`config.mk`:
```
export PLATFORM = sky130hd
export DESIGN_NAME = osd_key_fill
export DESIGN_NICKNAME = d
export VERILOG_FILES = /design/src/rtl/osd_pkg.sv /design/src/rtl/osd_timing.sv /design/src/rtl/osd_fetch.sv /design/src/rtl/osd_out.sv /design/src/rtl/osd_key_fill.sv
export SDC_FILE = /design/constraint.sdc
export NUM_CORES = 1
export LEC_CHECK = 0
export BUFFER_PORTS_ARGS = -buffer_cell sky130_fd_sc_hd__buf_2
export CAP_MARGIN = 5
export CORE_MARGIN = 5
export CORE_UTILIZATION = 50
export CTS_CLUSTER_DIAMETER = 50
export DETAILED_ROUTE_END_ITERATION = 16
export PLACE_DENSITY = 0.73
export SYNTH_ARGS = -nofsm -noshare
export SYNTH_HDL_FRONTEND = slang
export SYNTH_SLANG_ARGS = --single-unit
```
`constraint.sdc`:
```
create_clock -name clk -period 2.3 [get_ports clk]
set_input_delay 0.345 -clock clk [delete_from_list [all_inputs] [get_ports clk]]
set_output_delay 0.345 -clock clk [all_outputs]
set_load 0.005 [all_outputs]
```
`src/rtl/osd_pkg.sv`:
```
package osd_pkg;
  localparam int PIX_W   = 4;
  localparam int WORD_W  = 16;
  localparam int PIX_PER_WORD = WORD_W / PIX_W;
  localparam int SH_CNT_W = $clog2(PIX_PER_WORD + 1);
endpackage

```
`src/rtl/osd_timing.sv`:
```
module osd_timing #(
  parameter int H_LOGICAL  = 1024,
  parameter int H_VISIBLE  = 712,
  parameter int V_LOGICAL  = 512,
  parameter int V_VIS_NTSC = 484,
  parameter int V_VIS_PAL  = 512,
  parameter int LEAD       = 4,
  localparam int PH_END    = LEAD + H_LOGICAL,
  localparam int PH_W      = $clog2(PH_END + 1),
  localparam int V_W       = $clog2(V_LOGICAL + 1),
  localparam int LN_W      = $clog2(V_LOGICAL)
) (
  input  logic            clk,
  input  logic            rst_n,
  input  logic            line_start,
  input  logic            field_start,
  input  logic            std_pal,
  output logic [LN_W-1:0] line_idx,
  output logic            line_vis,
  output logic            pix_vis
);
  logic [PH_W-1:0] ph_q, ph_d;
  logic [V_W-1:0]  v_q, v_d;

  always_comb begin
    ph_d = ph_q;
    if (line_start)
      ph_d = '0;
    else if (ph_q != PH_W'(PH_END))
      ph_d = ph_q + 1'b1;
    v_d = v_q;
    if (field_start)
      v_d = '0;
    else if (line_start && (v_q != V_W'(V_LOGICAL)))
      v_d = v_q + 1'b1;
  end

  always_ff @(posedge clk or negedge rst_n) begin
    if (!rst_n) begin
      ph_q <= PH_W'(PH_END);
      v_q  <= V_W'(V_LOGICAL);
    end else begin
      ph_q <= ph_d;
      v_q  <= v_d;
    end
  end

  assign line_vis = v_q < (std_pal ? V_W'(V_VIS_PAL) : V_W'(V_VIS_NTSC));
  assign pix_vis  = line_vis && (ph_q >= PH_W'(LEAD)) && (ph_q < PH_W'(LEAD + H_VISIBLE));
  assign line_idx = v_q[LN_W-1:0];

  // phase restarts on every line strobe
  a_r4_line_restart: assert property (@(posedge clk) disable iff (!rst_n)
    line_start |=> (ph_q == '0));
  // field strobe zeroes the line count
  a_r7_field_zero: assert property (@(posedge clk) disable iff (!rst_n)
    field_start |=> (v_q == '0));
endmodule

```
`src/rtl/osd_fetch.sv`:
```
module osd_fetch
  import osd_pkg::*;
#(
  parameter int H_LOGICAL = 1024,
  parameter int H_VISIBLE = 712,
  parameter int V_LOGICAL = 512,
  localparam int WORDS_LINE = H_LOGICAL / PIX_PER_WORD,
  localparam int WC_W       = $clog2(WORDS_LINE),
  localparam int VIS_WORDS  = H_VISIBLE / PIX_PER_WORD,
  localparam int WCNT_W     = $clog2(VIS_WORDS + 1),
  localparam int LN_W       = $clog2(V_LOGICAL),
  localparam int ADDR_W     = LN_W + WC_W
) (
  input  logic              clk,
  input  logic              rst_n,
  input  logic              restart,
  input  logic              line_vis,
  input  logic [LN_W-1:0]   line_idx,
  input  logic              consume,
  output logic              mem_req,
  output logic [ADDR_W-1:0] mem_addr,
  input  logic              mem_valid,
  input  logic [WORD_W-1:0] mem_data,
  output logic [PIX_W-1:0]  nib,
  output logic              nib_ok
);
  logic [WCNT_W-1:0]   wcnt_q, wcnt_d;
  logic [WORD_W-1:0]   pf_q, pf_d, sh_q, sh_d;
  logic                pf_full_q, pf_full_d;
  logic [SH_CNT_W-1:0] sh_cnt_q, sh_cnt_d;
  logic                take, need_load;

  assign mem_req   = line_vis && !pf_full_q && (wcnt_q < WCNT_W'(VIS_WORDS));
  assign mem_addr  = {line_idx, WC_W'(wcnt_q)};
  assign nib       = sh_q[PIX_W-1:0];
  assign nib_ok    = (sh_cnt_q != '0);
  assign take      = consume && nib_ok;
  assign need_load = pf_full_q &&
                     ((sh_cnt_q == '0) || ((sh_cnt_q == SH_CNT_W'(1)) && consume));

  always_comb begin
    wcnt_d    = wcnt_q;
    pf_d      = pf_q;
    pf_full_d = pf_full_q;
    sh_d      = sh_q;
    sh_cnt_d  = sh_cnt_q;
    if (restart) begin
      wcnt_d    = '0;
      pf_full_d = 1'b0;
      sh_cnt_d  = '0;
    end else begin
      if (need_load) begin
        sh_d     = pf_q;
        sh_cnt_d = SH_CNT_W'(PIX_PER_WORD);
      end else if (take) begin
        sh_d     = sh_q >> PIX_W;
        sh_cnt_d = sh_cnt_q - 1'b1;
      end
      if (mem_req && mem_valid) begin
        pf_d      = mem_data;
        pf_full_d = 1'b1;
        wcnt_d    = wcnt_q + 1'b1;
      end else if (need_load) begin
        pf_full_d = 1'b0;
      end
    end
  end

  always_ff @(posedge clk or negedge rst_n) begin
    if (!rst_n) begin
      wcnt_q    <= '0;
      pf_q      <= '0;
      pf_full_q <= 1'b0;
      sh_q      <= '0;
      sh_cnt_q  <= '0;
    end else begin
      wcnt_q    <= wcnt_d;
      pf_q      <= pf_d;
      pf_full_q <= pf_full_d;
      sh_q      <= sh_d;
      sh_cnt_q  <= sh_cnt_d;
    end
  end

  // an unanswered request holds its address
  a_r8_req_hold: assert property (@(posedge clk) disable iff (!rst_n)
    (mem_req && !mem_valid && !restart) |=> (mem_req && $stable(mem_addr)));
  // restart empties both word buffers
  a_r9_restart_empties: assert property (@(posedge clk) disable iff (!rst_n)
    restart |=> (!pf_full_q && (sh_cnt_q == '0)));
  // never more pixels pending than one word holds
  a_r2_shift_bound: assert property (@(posedge clk) disable iff (!rst_n)
    sh_cnt_q <= SH_CNT_W'(PIX_PER_WORD));
endmodule

```
`src/rtl/osd_out.sv`:
```
module osd_out
  import osd_pkg::*;
(
  input  logic             clk,
  input  logic             rst_n,
  input  logic             pix_vis,
  input  logic [PIX_W-1:0] nib,
  input  logic             nib_ok,
  output logic             key_n,
  output logic [PIX_W-1:0] fill
);
  logic [PIX_W-1:0] code;

  assign code = (pix_vis && nib_ok) ? nib : '0;

  always_ff @(posedge clk or negedge rst_n) begin
    if (!rst_n) begin
      key_n <= 1'b1;
      fill  <= '0;
    end else begin
      key_n <= (code == '0);
      fill  <= code;
    end
  end

  // a blank position yields a transparent output next cycle
  a_r5_blank_out: assert property (@(posedge clk) disable iff (!rst_n)
    !pix_vis |=> (key_n && (fill == '0)));
endmodule

```
`src/rtl/osd_key_fill.sv`:
```
module osd_key_fill
  import osd_pkg::*;
#(
  parameter int H_LOGICAL  = 1024,
  parameter int H_VISIBLE  = 712,
  parameter int V_LOGICAL  = 512,
  parameter int V_VIS_NTSC = 484,
  parameter int V_VIS_PAL  = 512,
  parameter int LEAD       = 4,
  localparam int LN_W   = $clog2(V_LOGICAL),
  localparam int ADDR_W = LN_W + $clog2(H_LOGICAL / PIX_PER_WORD)
) (
  input  logic              clk,
  input  logic              rst_n,
  input  logic              line_start,
  input  logic              field_start,
  input  logic              std_pal,
  output logic              mem_req,
  output logic [ADDR_W-1:0] mem_addr,
  input  logic              mem_valid,
  input  logic [WORD_W-1:0] mem_data,
  output logic              key_n,
  output logic [PIX_W-1:0]  fill
);
  logic [1:0]       rst_sync_q;
  logic             rst_core_n;
  logic [LN_W-1:0]  line_idx;
  logic             line_vis, pix_vis, nib_ok;
  logic [PIX_W-1:0] nib;

  always_ff @(posedge clk or negedge rst_n) begin
    if (!rst_n) rst_sync_q <= '0;
    else        rst_sync_q <= {rst_sync_q[0], 1'b1};
  end
  assign rst_core_n = rst_sync_q[1];

  osd_timing #(
    .H_LOGICAL(H_LOGICAL), .H_VISIBLE(H_VISIBLE), .V_LOGICAL(V_LOGICAL),
    .V_VIS_NTSC(V_VIS_NTSC), .V_VIS_PAL(V_VIS_PAL), .LEAD(LEAD)
  ) u_timing (
    .clk(clk), .rst_n(rst_core_n), .line_start(line_start),
    .field_start(field_start), .std_pal(std_pal),
    .line_idx(line_idx), .line_vis(line_vis), .pix_vis(pix_vis)
  );

  osd_fetch #(
    .H_LOGICAL(H_LOGICAL), .H_VISIBLE(H_VISIBLE), .V_LOGICAL(V_LOGICAL)
  ) u_fetch (
    .clk(clk), .rst_n(rst_core_n), .restart(line_start | field_start),
    .line_vis(line_vis), .line_idx(line_idx), .consume(pix_vis),
    .mem_req(mem_req), .mem_addr(mem_addr), .mem_valid(mem_valid),
    .mem_data(mem_data), .nib(nib), .nib_ok(nib_ok)
  );

  osd_out u_out (
    .clk(clk), .rst_n(rst_core_n), .pix_vis(pix_vis), .nib(nib),
    .nib_ok(nib_ok), .key_n(key_n), .fill(fill)
  );
endmodule

```
==> flow_summary.toml <==
[outcome]
status = "complete, but fails checks"
failed_checks = "setup timing"

[final_layout]
fraction_of_layout_cells_with_a_size_suffix_above_1_pct = 41.1
most-common-layout-cells = "dfrtp_1, buf_2, nor2_1"
area.growth.synth_to_final_pct = 22.0
finalNetCount = 410
final_cell_area_sq_um = 4350
layout.filler_cells = 552
layout.cells.most_common = "dfrtp_1"
final_instance_count_without_filler_cells = 476
antenna_cells = 0

[pwr]
ir_worst_vdd_v = 0.000394
p_per_area_nw_per_um2 = 654
netSwitchingPower_mw = 0.715
power_switching_share_pct = 25.1
p_leak_nw = 2.10
cell_internal_pwr_mw = 2.13
clockPowerShare_pct = 35.3
share_seq_of_total_power_pct = 52.2
share_comb_of_total_power_pct = 12.4

[placement]
detailed_place.area_sq_um = 4080
gpl.final_weighted_congestion = 0.843
dp_hpwl_um = 4790
portBuffers = 44
place.detailed.instances = 456

[timing]
final.setup.worst_slack_ps = -55.5
final-max-slew-violation-count = 0
max_freq_mhz = 425
grt_setup_unrepaired = "yes"
worst_clock_skew_ps = 11.1
timing_hold_violations_final = 0
layout_min_cycle_time_ps = 2360
setup-violations-final = 12
worst_hold_slack_after_final_layout_ps = 186
share_of_the_clock_period_used_by_the_worst_path_after_layout_pct = 102

[synthesis]
synth_seq_cells = 72
postSynth.topFlopCell = "dfrtp_1"
post_synth_inst_count = 303
mappedNetlistNets = 338
synthDistinctLibCells = 47
ys_warn_count = 0
synth.avg_cell_area_sq_um = 11.8
ys_async_sr_fraction_pct = 100
netlist_area_sq_um = 3570
share_of_the_synthesized_area_in_the_top_cell_type_pct = 47.7
synth_enable_flop_cells = 0
synth_top_cell_by_area = "dfrtp_1"
ys_seq_area_share_pct = 50.6
netlist_top_cells_area = "dfrtp_1, mux2_2, ha_1, mux2_4, nor2_1"

[setup_path]
worst_setup_path_start_kind = "flip-flop"
cp_slowest_cell = "or4_4"
cp.required_ps = 2530
slowest_delay_ps = 540
setup.worst_path.class = "reg -> reg"
crit_path_cell_trace = "or4_4, or3_4, a41oi_4, buf_12, mux2_2, mux2_4"
critPathCaptureType = "flip-flop"
critPathBufInv = 1
critical_path.top_delay_family = "simple AND/OR/NAND/NOR gates"
worstPathMaxFanout = 13
arrival_ps = 2580

[routing]
drtIter0Drc = 101
detailedRoute.firstPassIterationCount = 4
wl_um = 6600
antenna_left = 0
remaining_drc_errors = 0
num_vias = 2440
route.detailed.vias_per_inst = 5.13
routed_wire_length_per_instance_um = 13.9

[floorplanning]
dieArea_sq_um = 8920
fp.dieH_um = 94.5
core_sq_um = 6870
top_level_ports = 45
num_rows = 30
die_w_um = 94.5
start_util_pct = 51.9

[clock_network]
cts_tree = "built"
clock_tree.buffer_depth = 2
clk-insertion-delay-late_ps = 340
root_buffer = "clkbuf_8"
tritoncts_buffer_count = 9
cts.clk_slew.worst_paths_ps = 80
clock_sinks = 72
htree_levels = 3

[global_route]
first_global_vias = 2570
gr-total-overflow = 0
grt_pass1_wl_um = 11800
grt_max_degree = 25
grt_use_total_pct = 16.8
grt_antenna_before_repair = 0

[run]
max-cap-violations = 0

[hold_path]
hold_path.class = "reg -> async"
repair_timing:
action	CTS	global route
endpoints found under the hold margin	2	0
gates resized for setup	3	6
hold buffers	1	0
setup buffers	3	0
pin swaps	2	1
endpoints found under the setup margin	19	25
worst register-to-register path, stage by stage (launching register included):
cell and delay (ps):
dfrtp_1 380, or4_4 540, or3_4 370, a41oi_4 180, buf_12 180, mux2_2 340
mux2_4 250
area by class of cell:
cell class	instances	area (sq um)	area share [%]
Sequential cell	72	1810	41.6
Tap cell	96	120	2.76
Timing Repair Buffer	79	508	11.7
Multi-Input combinational cell	203	1680	38.5
Clock inverter	7	77.6	1.78
Inverter	10	37.5	0.863
Clock buffer	9	124	2.85
power groups by stage:
stage / clock network (mW) / registers, mW / logic [mW]
4_1_cts: 1.04 / 1.49 / 0.353
2_1_floorplan: 0 / 1.49 / 0.261
3_3_place_gp: 0 / 1.51 / 0.328
6_report: 1.01 / 1.49 / 0.354
5_1_grt: 1.10 / 1.51 / 0.392
3_5_place_dp: 0 / 1.51 / 0.342
path summary, 6_finish.rpt:
path / from / to / slack [ps] / cells after the start
hold / removal: rst_sync_q[1] / u_timing.ph_q[5] / 190 / 0
min in group clk: mem_data[10] / u_fetch.pf_q[10] / 230 / 2
setup reg to reg: u_timing.ph_q[5] / u_fetch.sh_q[10] / -60 / 6
hold reg to reg: rst_sync_q[1] / u_timing.ph_q[5] / 190 / 0
setup / recovery: u_timing.ph_q[5] / u_fetch.sh_q[10] / -60 / 6
max in group asynchronous: rst_sync_q[1] / u_timing.ph_q[2] / 1390 / 1
metrics by stage:
step	setup TNS (ps)	utilization (%)	setup WS, ps	power, mW
after floorplan	-195	-	-21.7	1.75
after global placement	-765	59.4	-72.7	1.83
after global routing	-970	63.3	-90.6	3.00
after CTS	-628	63.0	-62.4	2.88
final	-518	63.3	-55.5	2.85
after detailed placement	-2100	59.4	-180	1.85
synthesized netlist by cell type, types with 2 or more instances:
master    number
dfrtp_1       68
nor2_1        37
mux2_2        30
xor2_1        15
ha_1          13
inv_1         10
mux2_4        10
nand2_1       10
buf_4          9
nand3_1        9
xnor2_1        9
and3_1         7
nand4_1        7
a21oi_1        6
and2_1         5
clkbuf_1       5
o21ai_0        5
a32o_1         4
dfstp_2        4
nor3_1         4
a211oi_1       3
and4_1         3
or3_1          3
a41oi_1        2
buf_2          2
buf_6          2
kinds of logic after synthesis:
group	after synthesis	synth area share (%)
flops	72	50.6
xor+xnor	24	5.89
compound gates	29	6.45
buf+inv	28	4.38
other cells	1	0.105
fa+ha+maj	13	4.56
mux	41	14.0
simple gates	95	14.0
flip-flops by register name, indices dropped and copies added (netlist names):
name	cells
u_out.fill	4
u_timing.v_q	10
u_fetch.sh_q	16
u_fetch.sh_cnt_q	3
u_timing.ph_q	11
u_out.key_n	1
u_fetch.wcnt_q	8
u_fetch.pf_full_q	1
u_fetch.pf_q	16
rst_sync_q	2
layer usage:
layer | global-route usage [%] | wire length, um | up-vias
met5 | 0 | 0 | -
met4 | 7.57 | 85 | 0
met3 | 3.59 | 227 | 6
met2 | 27.5 | 3210 | 43
met1 | 21.3 | 3080 | 1188
li1 | - | - | 1203
(Power assumes the default switching activity.)
